[config.mk]
export PLATFORM = sky130hd
export DESIGN_NAME = tiny_ctrl_core
export DESIGN_NICKNAME = d
export VERILOG_FILES = /design/src/rtl/tcc_pkg.sv /design/src/rtl/tcc_sequencer.sv /design/src/rtl/tcc_alu.sv /design/src/rtl/tcc_regfile.sv /design/src/rtl/tiny_ctrl_core.sv
export SDC_FILE = /design/constraint.sdc
export NUM_CORES = 1
export LEC_CHECK = 0
export BUFFER_PORTS_ARGS = -buffer_cell sky130_fd_sc_hd__buf_2
export CAP_MARGIN = 20
export CORE_ASPECT_RATIO = 1.4
export CORE_MARGIN = 1.5
export CORE_UTILIZATION = 32
export DETAILED_ROUTE_END_ITERATION = 16
export PLACE_DENSITY = 0.49
export SYNTH_ARGS = -nofsm -noshare
export SYNTH_HDL_FRONTEND = slang
export SYNTH_SLANG_ARGS = --single-unit
[constraint.sdc]
create_clock -name clk -period 8.45 [get_ports clk]
set_input_delay 0.845 -clock clk [delete_from_list [all_inputs] [get_ports clk]]
set_output_delay 0.845 -clock clk [all_outputs]
set_load 0.02 [all_outputs]
[src/rtl/tcc_pkg.sv]
package tcc_pkg;

    localparam int INSTR_W = 12;
    localparam int SEL_W   = 4;
    localparam int N_SLOT  = 1 << SEL_W;

    localparam logic [3:0] OPC_SHIFT = 4'b0110;
    localparam logic [3:0] OPC_JUMP  = 4'b0111;
    localparam logic [3:0] OPC_IN    = 4'b1110;
    localparam logic [3:0] OPC_OUT   = 4'b1111;

    typedef enum logic [2:0] {
        ST_FETCH = 3'd0,
        ST_OPA   = 3'd1,
        ST_OPB   = 3'd2,
        ST_EXEC  = 3'd3,
        ST_WB    = 3'd4,
        ST_NEXT  = 3'd5
    } tcc_state_e;

endpackage

[src/rtl/tcc_sequencer.sv]
module tcc_sequencer
    import tcc_pkg::*;
(
    input  logic       clk,
    input  logic       rst_n,
    input  logic       fetch_jump_i,
    output tcc_state_e state_o,
    output logic       jump_now_o,
    output logic       ld_ir_o,
    output logic       ld_a_o,
    output logic       ld_b_o,
    output logic       ld_res_o,
    output logic       wb_o,
    output logic       step_o
);

    tcc_state_e state_q;
    tcc_state_e state_d;

    always_ff @(posedge clk or negedge rst_n) begin
        if (!rst_n) state_q <= ST_FETCH;
        else        state_q <= state_d;
    end

    always_comb begin
        state_d = ST_FETCH;
        unique case (state_q)
            ST_FETCH: state_d = fetch_jump_i ? ST_FETCH : ST_OPA;
            ST_OPA:   state_d = ST_OPB;
            ST_OPB:   state_d = ST_EXEC;
            ST_EXEC:  state_d = ST_WB;
            ST_WB:    state_d = ST_NEXT;
            ST_NEXT:  state_d = ST_FETCH;
            default:  state_d = ST_FETCH;
        endcase
    end

    always_comb begin
        jump_now_o = 1'b0;
        ld_ir_o    = 1'b0;
        ld_a_o     = 1'b0;
        ld_b_o     = 1'b0;
        ld_res_o   = 1'b0;
        wb_o       = 1'b0;
        step_o     = 1'b0;
        unique case (state_q)
            ST_FETCH: begin
                jump_now_o = fetch_jump_i;
                ld_ir_o    = !fetch_jump_i;
            end
            ST_OPA:  ld_a_o   = 1'b1;
            ST_OPB:  ld_b_o   = 1'b1;
            ST_EXEC: ld_res_o = 1'b1;
            ST_WB:   wb_o     = 1'b1;
            ST_NEXT: step_o   = 1'b1;
            default: ;
        endcase
    end

    assign state_o = state_q;

    // the operand phases run in a fixed order
    p_chain_r2: assert property (@(posedge clk) disable iff (!rst_n)
        (state_q == ST_OPA) |=> (state_q == ST_OPB));

    // the last phase always hands back to fetch
    p_close_r2: assert property (@(posedge clk) disable iff (!rst_n)
        (state_q == ST_NEXT) |=> (state_q == ST_FETCH));

    // a jump never leaves the fetch state
    p_jump_single_r3: assert property (@(posedge clk) disable iff (!rst_n)
        (state_q == ST_FETCH && fetch_jump_i) |=> (state_q == ST_FETCH));

endmodule

[src/rtl/tcc_alu.sv]
module tcc_alu
    import tcc_pkg::*;
#(
    parameter int DW = 8
) (
    input  logic [3:0]    op_i,
    input  logic [3:0]    sub_i,
    input  logic [DW-1:0] a_i,
    input  logic [DW-1:0] b_i,
    input  logic          cin_i,
    output logic [DW-1:0] res_o,
    output logic          cout_o,
    output logic          zout_o,
    output logic          flag_we_o
);

    logic [DW:0] wide;
    logic        fill;

    always_comb begin
        res_o     = b_i;
        cout_o    = cin_i;
        flag_we_o = 1'b0;
        wide      = '0;
        fill      = 1'b0;
        if (!op_i[2]) begin
            unique case (op_i[1:0])
                2'b00: res_o = a_i | b_i;
                2'b01: res_o = a_i & b_i;
                2'b10: res_o = a_i ^ b_i;
                default: res_o = b_i;
            endcase
            if (op_i[1:0] != 2'b11) begin
                cout_o    = 1'b0;
                flag_we_o = 1'b1;
            end
        end else if (!op_i[1]) begin
            if (op_i[0])
                wide = {1'b0, a_i} + {1'b0, b_i} + {{DW{1'b0}}, cin_i};
            else
                wide = {1'b0, a_i} - {1'b0, b_i} - {{DW{1'b0}}, cin_i};
            res_o     = wide[DW-1:0];
            cout_o    = wide[DW];
            flag_we_o = 1'b1;
        end else if (op_i == OPC_SHIFT) begin
            unique case (sub_i[2:1])
                2'b00: fill = cin_i;
                2'b01: fill = a_i[DW-1];
                2'b10: fill = a_i[0];
                default: fill = sub_i[0];
            endcase
            if (sub_i[3]) begin
                res_o  = {fill, a_i[DW-1:1]};
                cout_o = a_i[0];
            end else begin
                res_o  = {a_i[DW-2:0], fill};
                cout_o = a_i[DW-1];
            end
            flag_we_o = 1'b1;
        end
        zout_o = (res_o == '0);
    end

endmodule

[src/rtl/tcc_regfile.sv]
module tcc_regfile #(
    parameter int DW   = 8,
    parameter int NREG = 16,
    localparam int AW  = $clog2(NREG)
) (
    input  logic          clk,
    input  logic          rst_n,
    input  logic          we_i,
    input  logic [AW-1:0] waddr_i,
    input  logic [DW-1:0] wdata_i,
    input  logic [AW-1:0] raddr_a_i,
    input  logic [AW-1:0] raddr_b_i,
    output logic [DW-1:0] rdata_a_o,
    output logic [DW-1:0] rdata_b_o
);

    logic [DW-1:0] regs [NREG];

    for (genvar g = 0; g < NREG; g++) begin : g_entry
        logic [DW-1:0] q;
        always_ff @(posedge clk or negedge rst_n) begin
            if (!rst_n)                                q <= '0;
            else if (we_i && (waddr_i == AW'(g)))      q <= wdata_i;
        end
        assign regs[g] = q;
    end

    assign rdata_a_o = regs[raddr_a_i];
    assign rdata_b_o = regs[raddr_b_i];

    // a written value is what the addressed entry reads back next cycle
    p_wr_lands_r4: assert property (@(posedge clk) disable iff (!rst_n)
        we_i |=> (regs[$past(waddr_i)] == $past(wdata_i)));

endmodule

[src/rtl/tiny_ctrl_core.sv]
module tiny_ctrl_core
    import tcc_pkg::*;
#(
    parameter int DW  = 8,
    parameter int PAW = 8,
    parameter logic [N_SLOT*DW-1:0]  CONST_INIT = '0,
    parameter logic [N_SLOT*PAW-1:0] JUMP_INIT  = '0
) (
    input  logic                   clk,
    input  logic                   rst_n,
    input  logic [INSTR_W-1:0]     instr_i,
    output logic [PAW-1:0]         pc_o,
    input  logic [N_SLOT*DW-1:0]   in_ports_i,
    output logic [N_SLOT*DW-1:0]   out_ports_o,
    output logic                   out_wr_o,
    output logic [SEL_W-1:0]       out_sel_o,
    output logic [DW-1:0]          out_data_o
);

    tcc_state_e state;
    logic jump_now, ld_ir, ld_a, ld_b, ld_res, wb, step;

    logic [INSTR_W-1:0] ir_q;
    logic [3:0]         op_q, sx_q, sy_q;
    logic [DW-1:0]      opa_q, opb_q, res_q, opb_d;
    logic               flag_c_q, flag_z_q;
    logic [PAW-1:0]     pc_q;
    logic [DW-1:0]      outp_q [N_SLOT];

    logic [DW-1:0]  rf_a, rf_b, const_val, port_val, alu_res;
    logic           alu_c, alu_z, alu_fw;
    logic           fetch_jump, jump_take;
    logic [PAW-1:0] jump_tgt;

    assign op_q = ir_q[11:8];
    assign sx_q = ir_q[7:4];
    assign sy_q = ir_q[3:0];

    assign fetch_jump = (instr_i[11:8] == OPC_JUMP);
    assign jump_take  = (!instr_i[7] || (flag_c_q == instr_i[6])) &&
                        (!instr_i[5] || (flag_z_q == instr_i[4]));
    assign jump_tgt   = JUMP_INIT[int'(instr_i[3:0])*PAW +: PAW];
    assign const_val  = CONST_INIT[int'(sy_q)*DW +: DW];
    assign port_val   = in_ports_i[int'(sy_q)*DW +: DW];

    tcc_sequencer u_seq (
        .clk          (clk),
        .rst_n        (rst_n),
        .fetch_jump_i (fetch_jump),
        .state_o      (state),
        .jump_now_o   (jump_now),
        .ld_ir_o      (ld_ir),
        .ld_a_o       (ld_a),
        .ld_b_o       (ld_b),
        .ld_res_o     (ld_res),
        .wb_o         (wb),
        .step_o       (step)
    );

    tcc_regfile #(.DW(DW), .NREG(N_SLOT)) u_rf (
        .clk       (clk),
        .rst_n     (rst_n),
        .we_i      (wb && (op_q != OPC_OUT)),
        .waddr_i   (sx_q),
        .wdata_i   (res_q),
        .raddr_a_i (sx_q),
        .raddr_b_i (sy_q),
        .rdata_a_o (rf_a),
        .rdata_b_o (rf_b)
    );

    tcc_alu #(.DW(DW)) u_alu (
        .op_i      (op_q),
        .sub_i     (sy_q),
        .a_i       (opa_q),
        .b_i       (opb_q),
        .cin_i     (flag_c_q),
        .res_o     (alu_res),
        .cout_o    (alu_c),
        .zout_o    (alu_z),
        .flag_we_o (alu_fw)
    );

    always_comb begin
        if (op_q == OPC_IN) opb_d = port_val;
        else if (op_q[3])   opb_d = rf_b;
        else                opb_d = const_val;
    end

    always_ff @(posedge clk or negedge rst_n) begin
        if (!rst_n)        pc_q <= '0;
        else if (jump_now) pc_q <= jump_take ? jump_tgt : pc_q + PAW'(1);
        else if (step)     pc_q <= pc_q + PAW'(1);
    end

    always_ff @(posedge clk or negedge rst_n) begin
        if (!rst_n) begin
            ir_q     <= '0;
            opa_q    <= '0;
            opb_q    <= '0;
            res_q    <= '0;
            flag_c_q <= 1'b0;
            flag_z_q <= 1'b0;
        end else begin
            if (ld_ir) ir_q  <= instr_i;
            if (ld_a)  opa_q <= rf_a;
            if (ld_b)  opb_q <= opb_d;
            if (ld_res) begin
                res_q <= alu_res;
                if (alu_fw) begin
                    flag_c_q <= alu_c;
                    flag_z_q <= alu_z;
                end
            end
        end
    end

    assign out_wr_o   = wb && (op_q == OPC_OUT);
    assign out_sel_o  = sy_q;
    assign out_data_o = opa_q;

    always_ff @(posedge clk or negedge rst_n) begin
        if (!rst_n) begin
            for (int i = 0; i < N_SLOT; i++) outp_q[i] <= '0;
        end else begin
            for (int i = 0; i < N_SLOT; i++)
                if (out_wr_o && (sy_q == SEL_W'(i))) outp_q[i] <= opa_q;
        end
    end

    for (genvar g = 0; g < N_SLOT; g++) begin : g_outp
        assign out_ports_o[g*DW +: DW] = outp_q[g];
    end

    assign pc_o = pc_q;

    // the address only moves at a jump or at the closing phase
    p_pc_hold_r2: assert property (@(posedge clk) disable iff (!rst_n)
        (state == ST_OPA || state == ST_OPB || state == ST_EXEC || state == ST_WB ||
         (state == ST_FETCH && !fetch_jump)) |=> $stable(pc_q));

    // a taken jump lands on the table entry it pointed at
    p_jump_tgt_r3: assert property (@(posedge clk) disable iff (!rst_n)
        (jump_now && jump_take) |=> (pc_q == $past(jump_tgt)));

    // logic operations leave carry clear
    p_logic_carry_r5: assert property (@(posedge clk) disable iff (!rst_n)
        (state == ST_EXEC && !op_q[2] && op_q[1:0] != 2'b11) |=> !flag_c_q);

    // load, input and output keep both flags
    p_flags_keep_r7: assert property (@(posedge clk) disable iff (!rst_n)
        (state == ST_EXEC && (op_q == OPC_IN || op_q == OPC_OUT || op_q[2:0] == 3'b011))
        |=> $stable({flag_c_q, flag_z_q}));

    // the write strobe is a single-cycle pulse
    p_strobe_pulse_r8: assert property (@(posedge clk) disable iff (!rst_n)
        out_wr_o |=> !out_wr_o);

    // output ports change only after a strobe
    p_port_keep_r8: assert property (@(posedge clk) disable iff (!rst_n)
        !out_wr_o |=> $stable(out_ports_o));

    // stepping past the top address wraps to zero
    p_wrap_r10: assert property (@(posedge clk) disable iff (!rst_n)
        (step && pc_q == '1) |=> (pc_q == '0));

endmodule

==> qor.yml, run 1 <==
dp_worst_setup_slack_ns: 4.73
fillCellCount: 4728
area_growth_pct: 19.8
clockBufferDepth: 3
die_h_um: 268
viasPerCell: 5.20
synth_common_cells: "dfrtp_1 (305), mux2_2 (214), mux4_2 (129), nand2_1 (99), o21ai_0 (80)"
crit_path_start_kind: "flop"
cts_sinks: 305
synth_edf_count: 0
yosys.area.top_type_share_pct: 47.6
startpoint: "out_data_o[0]"
holdBufCountCts: 0
ys_top_cells_by_area: "dfrtp_1 (48%), mux4_2 (18%), mux2_2 (15%)"
grt_usage_pct: 19.7
dp_hpwl_mm: 35.8
drc: 0
drive_gt1_share_pct: 49.0
row_count: 96
finalCritPeriodShare_pct: 43.7
wire_per_inst_um: 23.8
ys_ff_latch: 305
cp_max_fo: 16
drt_iter0_markers: 487
post-cts-setup-buffer-count: 0
initial_core_util_pct: 32.6
final-setup-viol-count: 0
seq_area_um2: 7640
power.density_nw_per_um2: 334
r2r_cells: 11
avgSynthCellArea_um2: 13.5
cts_max_level: 2
cts_tree: "done"
seq_area_frac_synth_pct: 47.6
multi_input_area_um2: 7910
worst-setup-path-type: "reg -> reg"
hold_class: "in -> async"
cts_resized: 0
skew_ns: 0.0236
gp_congestion: 0.878
cp-end-kind: "flop"
grt_pass1_vias: 11600
core_area_um2: 49200
cts_inserted_buffers: 34
ant_nets: 0
cp.arrival_ns: 4.11
fin_hold_ws_ns: 0.266
ys_types: 63
insertion_delay_ns: 0.53
path_clk_slew_ns: 0.07
max_slew.worst_pin.slew_ns: 1.07
nets: 1625
dr.pass1.iters: 5
drv_cap: 0
die_w_um: 192
grt_overflow: 0
num_vias: 11000
routed_wl_mm: 50.2
antenna_found_initial: 3
synth-main-ff-cell: "dfrtp_1"
cts-root-buf: "clkbuf_16"
slew_headroom_pct: 28.1
finalMaxSlewViolations: 0
p_leak_nw: 9.23
fin_tns_setup_ns: 0
io_pins: 291
reg2reg_from: "out_data_o[0]"
synth.most_common_cell: "dfrtp_1"
status: "complete, no violations"
fin_crit_ns: 3.69
timing.fmax_ghz: 0.271
yosys_warnings: 0
rrSetupSlack_ns: 4.76
dieArea_um2: 51500
rsz0062_at_grt: "no"
synth_area_leader_cell: "dfrtp_1"
netlist_area_um2: 16000
synthArstFlopShare_pct: 100
port_buffers: 290
fin_ws_ns: 4.76
grt_pass1_wl_mm: 75.1
worstReg2RegEnd: "flag_z_q"
grt_max_degree: 164
required_ns: 8.87
irDropWorstVdd_v: 0.000151
timing_hold_violations_final: 0
synth_fp_nets: 1362
syn-instance-count: 1185
## where the power goes
group | internal [W] | switching [W]
clock network | 0.000849 | 0.000616
registers | 0.00177 | 0.000518
logic | 0.00135 | 0.00130
total | 0.00397 | 0.00244
## logic make-up after synthesis
family	Yosys count	synth area share [%]
XOR/XNOR	18	0.983
AND/OR/NAND/NOR	210	6.20
flip-flops	305	47.6
adder cells (fa/ha/maj)	35	2.92
multiplexers	352	33.7
AO/OA/AOI/OAI	145	5.42
buffers and inverters	120	3.15
## registers in the layout (all words and copies together) (netlist names)
signal / count
u_rf.g_entry.q: 128
out_ports_o: 128
flag_c_q: 1
opb_q: 8
out_data_o: 8
ir_q: 12
res_q: 8
u_seq.state_o: 3
pc_o: 8
flag_z_q: 1
## worst max path at each step
stage / end / slack, ns / cells after the start
6_report: flag_z_q / 4.76 / 11
5_1_grt: res_q[7] / 4.42 / 11
4_1_cts: flag_z_q / 4.71 / 10
3_5_place_dp: flag_z_q / 4.73 / 10
3_3_place_gp: flag_z_q / 4.73 / 10
2_1_floorplan: flag_z_q / 5.36 / 12
## cell usage in the layout, fill, tap and decap left out, types with 3 or more instances in the layout
cell type / netlist / routed
dfrtp_1: 305 / 301
buf_2: 17 / 289
mux2_2: 214 / 214
mux4_2: 129 / 129
nand2_1: 99 / 99
o21ai_0: 80 / 80
nor2_1: 43 / 43
clkbuf_16: 0 / 34
ha_1: 31 / 31
inv_1: 30 / 30
buf_4: 5 / 22
a21oi_1: 17 / 17
xor2_1: 13 / 13
nor2b_1: 13 / 13
clkbuf_1: 57 / 12
nand3_1: 11 / 11
a22oi_1: 9 / 9
mux2i_1: 9 / 9
nor3_1: 6 / 6
nand2b_1: 5 / 5
a21o_1: 5 / 5
xnor2_1: 5 / 5
o211ai_1: 5 / 5
clkinv_1: 4 / 4
nand4_1: 4 / 4
a211oi_1: 4 / 4
fa_1: 4 / 4
clkbuf_8: 0 / 4
clkinv_2: 0 / 4
diode_2: 0 / 3
nand3b_1: 3 / 3
o22a_1: 3 / 3
o22ai_1: 3 / 3
a31oi_1: 3 / 3
## per-stage QoR
| step | power, W | std cells | area (um^2) | utilization [%] |
|---|---|---|---|---|
| floorplan | 0.00417 | 1185 | 16000 | - |
| global placement | 0.00497 | 2049 | 18100 | 36.8 |
| detailed placement | 0.00500 | 2049 | 18100 | 36.8 |
| CTS | 0.00649 | 2109 | 19200 | 39.0 |
| global route | 0.00680 | 2112 | 19200 | 39.0 |
| finish | 0.00641 | 2112 | 19200 | 39.0 |
## routing by layer
layer	track usage (%)	wire length, um	part of all wire [%]	vias up
met3	2.76	1940	3.9	95
li1	-	-	-	4936
met4	7.71	1930	3.8	0
met2	36.0	26700	53	290
met1	22.9	19600	39	5664
met5	0	0	0	-
## final cells by class
cell class / instances / share of cell area [%]
Multi-Input combinational cell: 760 / 41.2
Sequential cell: 305 / 39.8
Timing Repair Buffer: 313 / 8.57
Clock buffer: 50 / 4.95
Tap cell: 637 / 4.15
Clock inverter: 10 / 0.677
Inverter: 34 / 0.664
Antenna cell: 3 / 0.0391
## worst max-delay path, cell delays in order, from the launching register on
cell and delay, ns:
dfrtp_1 0.69, inv_1 0.35, fa_1 0.67, inv_1 0.06, ha_1 0.17, o21ai_0 0.41, a211oi_1 0.23, a31oi_1 0.25
xnor2_1 0.15, o311ai_0 0.13, a22o_1 0.29, a31o_1 0.20
Power figures use the tool's default switching activity.
==> inputs of run 2 (changes only) <==
- PLACE_DENSITY: 0.49 -> 0.51
- clock period: 8.45 -> 3.2 ns (I/O delays scaled with it)
==> run 2 against run 1 <==
Net effect: non-clock buffer count rose by 56; design area grew 3.0%; sequential power grew to 2.6 times the previous value; clock skew fell by 0.0096 ns; highest routed layer unchanged.
==> qor.yml, run 2 (same netlist as run 1, synthesis figures left out) <==
rrSetupSlack_ns: 0.30
gp_congestion: 0.896
cp_max_fo: 7
timing_hold_violations_final: 0
drv_cap: 0
grt_overflow: 0
core_area_um2: 49200
dpl.cell_count: 2103
final_util_pct: 40.2
routed_wl_mm: 50.1
viasPerCell: 5.23
clockBufferDepth: 3
cts_max_level: 2
r2r_cells: 10
port_buffers: 290
hp-start: "instr_i[2]"
layout_common_cells: "dfrtp_1 (301), buf_2 (289), mux2_2 (214), mux4_2 (129), nand2_1 (99)"
critPathMaxStageDelay_ns: 0.59
hold_depth: 2
finalMaxSlewViolations: 0
power.density_nw_per_um2: 896
cp_cell_sequence: "fa_1 > inv_1 > ha_1 > o21ai_0 > a211oi_1 > a31oi_1 > xnor2_1 > o311ai_0 > a22o_1 > a31o_1"
fin_tns_setup_ns: 0
irDropWorstVdd_v: 0.000429
cp-end-kind: "flop"
final-setup-viol-count: 0
num_vias: 11300
slowest_stage: "fa_1"
grt_usage_pct: 19.7
min_to: "ir_q[2]"
cts_sinks: 305
post-cts-setup-buffer-count: 0
final_cell_count_no_fill: 2165
grt_pass1_vias: 11900
reg2reg_from: "opb_q[0]"
dp_worst_setup_slack_ns: 0.369
initial_core_util_pct: 32.6
area_growth_pct: 23.4
dp_hpwl_mm: 37.3
drive_gt1_share_pct: 51.1
cts_inserted_buffers: 34
die_h_um: 268
drc: 0
diodes: 0
drt_iter0_markers: 545
p_leak_nw: 9.58
wire_per_inst_um: 23.1
cp.arrival_ns: 3.32
dieArea_um2: 51500
grt_max_degree: 81
required_ns: 3.62
dr.pass1.iters: 5
rsz0062_at_grt: "no"
row_count: 96
final_common_cell: "dfrtp_1"
cts_tree: "done"
skew_ns: 0.0140
antenna_found_initial: 1
fin_ws_ns: 0.298
worstReg2RegEnd: "flag_z_q"
cts-root-buf: "clkbuf_16"
fin_hold_ws_ns: 0.0281
finalCritPeriodShare_pct: 90.7
ant_nets: 0
grt_pass1_wl_mm: 75.8
fillCellCount: 4770
path_clk_slew_ns: 0.06
fin_crit_ns: 2.90
crit_path_start_kind: "flop"
nets: 1681
worst-setup-path-type: "reg -> reg"
io_pins: 291
status: "complete, no violations"
slew_headroom_pct: 45.5
timing.fmax_ghz: 0.345
max_slew.worst_pin.slew_ns: 0.818
hold_class: "in -> reg"
die_w_um: 192
insertion_delay_ns: 0.53
==> run 2: cell count changes in the layout (fill, tap and decap cells not counted), sizes merged <==
| cell | delta |
|---|---|
| buf | +54 |
| diode | -3 |
| clkinvlp | +1 |
| inv | -2 |
| clkinv | +1 |
| bufinv | +2 |
| dlygate4sd3 | +2 |
| clkbuf | -2 |
==> run 2: timing repair <==
action,4_1_cts,5_1_grt
hold endpoints to repair,54,0
hold buffers,2,0
resized for setup,0,0
==> run 2: worst max path at each step <==
stage,start,to,depth (start not counted)
5_1_grt,opb_q[0],flag_z_q,10
3_5_place_dp,opb_q[0],flag_z_q,10
6_report,opb_q[0],flag_z_q,10
3_3_place_gp,opb_q[0],flag_z_q,10
2_1_floorplan,out_data_o[0],flag_z_q,12
4_1_cts,opb_q[0],flag_z_q,10
==> run 2: final cells by class <==
type                    instances  area (um^2)  share of cell area (%)
clock buffers                  48          995                    5.03
clock inverters                12          185                   0.936
inverters                      34          128                   0.645
multi-input cells             760         7910                    40.0
flip-flops and latches        305         7640                    38.6
well taps                     637          797                    4.03
repair buffers                369         2130                    10.8
==> run 2: power breakdown <==
group          leakage [nW]  total [W]  internal (W)  switching [W]
Combinational          4.84    0.00758       0.00389        0.00369
Sequential             4.16    0.00603       0.00469        0.00134
Clock                 0.579    0.00412       0.00250        0.00162
==> run 2: critical path: cells and delay by family (launching register included) <==
family / cells / cell delay (ns)
AOI/OAI and AO/OA: 6 / 1.37
xor gates and xnor gates: 1 / 0.14
adders and majority gates: 2 / 0.75
buffers and inverters: 1 / 0.06
DFF: 1 / 0.46
==> run 2: layer usage <==
metal  GRT usage [%]  up-vias  routed length [um]
met3            2.56       84                1900
met1            23.6     5893               19900
met2            36.0      283               26600
met4            6.85        0                1660
li1                -     5058                   -
met5               0        -                   0
==> run 2: metrics by stage <==
stage | total power, W | cell area, um^2
floorplan | 0.0110 | 16000
global placement | 0.0136 | 18600
detailed placement | 0.0137 | 18600
CTS | 0.0179 | 19800
global route | 0.0187 | 19800
finish | 0.0177 | 19800
==> inputs of run 3 (changes only) <==
- clock period: 3.2 -> 2.4 ns (I/O delays scaled with it)
==> run 3 against run 2 <==
Net effect: the flow now finishes with violations (setup timing); via count increased by 2.5%; non-clock buffer count increased by 83; first-iteration DRC count decreased by 18%; fmax increased by 13%; setup slack got worse by 0.47 ns; worst hold slack improved by 0.020 ns; critical path depth increased by 2; total power increased by 44%; clock skew increased by 0.0030 ns.
==> qor.yml, run 3 (same netlist as run 1, synthesis figures left out) <==
critPathMaxStageDelay_ns: 0.42
max_slew.worst_pin.slew_ns: 0.880
finalCritPeriodShare_pct: 107
cts_sinks: 305
slowest_stage: "dfrtp_2"
p_leak_nw: 10.1
highest_layer: "met4"
timing.fmax_ghz: 0.389
status: "finished with violations"
insertion_delay_ns: 0.53
worst-setup-path-type: "reg -> reg"
power.density_nw_per_um2: 1230
drt_iter0_markers: 445
layout_common_cells: "dfrtp_1 (295), buf_2 (289), mux2_2 (213), mux4_2 (129), buf_4 (128)"
grt_pass1_wl_mm: 77.3
skew_ns: 0.0170
routed_wl_mm: 50.8
final_common_cell: "dfrtp_1"
crit_path_start_kind: "flop"
violations: "setup timing"
fillCellCount: 4649
initial_core_util_pct: 32.6
core_area_um2: 49200
grt_usage_pct: 20.0
cts-root-buf: "clkbuf_16"
die_w_um: 192
power_w: 0.0255
nets: 1764
num_vias: 11600
dp_hpwl_mm: 37.9
area_growth_pct: 29.8
drc: 0
fin_tns_setup_ns: -0.599
antenna_found_initial: 1
critPathBufInv: 3
io_pins: 291
dr.pass1.iters: 4
cts_max_level: 2
cp_max_fo: 3
startpoint: "out_data_o[0]"
swShare_pct: 37.0
wire_per_inst_um: 22.6
final-setup-viol-count: 6
fin_ws_ns: -0.169
combPwrFrac_pct: 49.8
wl_met2_mm: 27.0
met1_length_mm: 20.0
required_ns: 2.82
cts_inserted_buffers: 34
port_buffers: 290
rsz0062_at_grt: "yes"
power_frac_seq_pct: 29.6
drv_cap: 0
final_util_pct: 42.3
wl_met3_mm: 1.84
dieArea_um2: 51500
drive_gt1_share_pct: 56.1
grt_overflow: 0
viasPerCell: 5.16
fin_crit_ns: 2.57
irDropWorstVdd_v: 0.000600
die_h_um: 268
design_area_um2: 20800
cp.arrival_ns: 2.99
cp-end-kind: "flop"
hold_class: "in -> reg"
reg2reg_from: "out_data_o[0]"
timing_hold_violations_final: 0
cp_cell_sequence: "buf_4 > fa_2 > inv_2 > fa_2 > nor2b_2 > buf_4 > o31a_1 > o22ai_2 > xnor2_1 > a2bb2oi_2 > nor4b_2 > a31o_1"
grt_pass1_vias: 12500
p_sw_w: 0.00945
p_clk_share_pct: 20.7
finalMaxSlewViolations: 0
dpl_cell_area_um2: 19200
ant_nets: 0
dpl.cell_count: 2161
gp_congestion: 0.908
cts_tree: "done"
row_count: 96
crit_family: "compound AO/OA/AOI/OAI gates"
clockBufferDepth: 3
path_clk_slew_ns: 0.06
grt_max_degree: 77
internal_power_w: 0.0161
hp-start: "instr_i[4]"
final_cell_count_no_fill: 2250
slew_headroom_pct: 41.3
[run 3: changes by cell type in the layout (fill, tap and decap cells not counted), moves of 9 or more]
cell / previous run / this run
buf_4: 71 / 128
dlygate4sd3_1: 2 / 11
a22oi_2: 0 / 9
buf_12: 6 / 16
o21ai_0: 80 / 70
a22oi_1: 9 / 0
[run 3: path summary, 6_finish.rpt]
check	slack, ns	endpoint	cells after the start
min in group asynchronous	0.21	out_ports_o[119]	2
worst min register to register	0.47	out_ports_o[73]	2
max in group asynchronous	1.35	u_rf.g_entry[11].q[3]	3
worst min-delay path	0.05	ir_q[4]	2
worst max-delay path	-0.17	flag_z_q	12
worst max register to register	-0.17	flag_z_q	12
[run 3: what timing repair did]
| item | CTS | global route |
|---|---|---|
| endpoints found under the hold margin | 53 | 0 |
| gates resized for setup | 30 | 34 |
| pin swaps | 11 | 11 |
| cloned | 1 | 1 |
| setup buffers | 12 | 4 |
| hold buffers | 11 | 0 |
| setup endpoints to repair | 15 | 18 |
[run 3: metal layers]
| layer | up-vias | GRT usage [%] |
|---|---|---|
| met5 | - | 0 |
| met4 | 0 | 7.69 |
| met3 | 92 | 2.74 |
| met2 | 274 | 36.4 |
| met1 | 6018 | 23.6 |
| li1 | 5217 | - |
[run 3: stage by stage]
| step | worst slack, ns | hold WS [ns] |
|---|---|---|
| finish | -0.169 | 0.0482 |
| global route | -0.312 | 0.0328 |
| CTS | -0.184 | 0.0185 |
| detailed placement | -0.227 | 0.186 |
| global placement | -0.202 | 0.185 |
| floorplan | -0.337 | -0.0556 |
[run 3: layout make-up]
cell class | instances | area, um^2 | share of cell area, %
Clock buffer | 52 | 1050 | 5.06
Sequential cell | 305 | 7650 | 36.8
Timing Repair Buffer | 452 | 2980 | 14.3
Tap cell | 637 | 797 | 3.83
Antenna cell | 1 | 2.50 | 0.0120
Multi-Input combinational cell | 760 | 8120 | 39.0
Clock inverter | 9 | 73.8 | 0.355
Inverter | 34 | 134 | 0.643
[run 3: power groups by stage]
| stage | Sequential, W | Combinational (W) | Clock [W] |
|---|---|---|---|
| 2_1_floorplan | 0.00713 | 0.00771 | 0 |
| 3_3_place_gp | 0.00763 | 0.0116 | 0 |
| 3_5_place_dp | 0.00769 | 0.0116 | 0 |
| 4_1_cts | 0.00755 | 0.0123 | 0.00543 |
| 5_1_grt | 0.00775 | 0.0137 | 0.00565 |
| 6_report | 0.00755 | 0.0127 | 0.00528 |
[run 3: worst reg2reg max path: stages (launching register included)]
cell and delay, ns:
dfrtp_2 0.42, buf_4 0.15, fa_2 0.37, inv_2 0.07, fa_2 0.22, nor2b_2 0.05
buf_4 0.12, o31a_1 0.28, o22ai_2 0.15, xnor2_1 0.15, a2bb2oi_2 0.09, nor4b_2 0.16
a31o_1 0.21
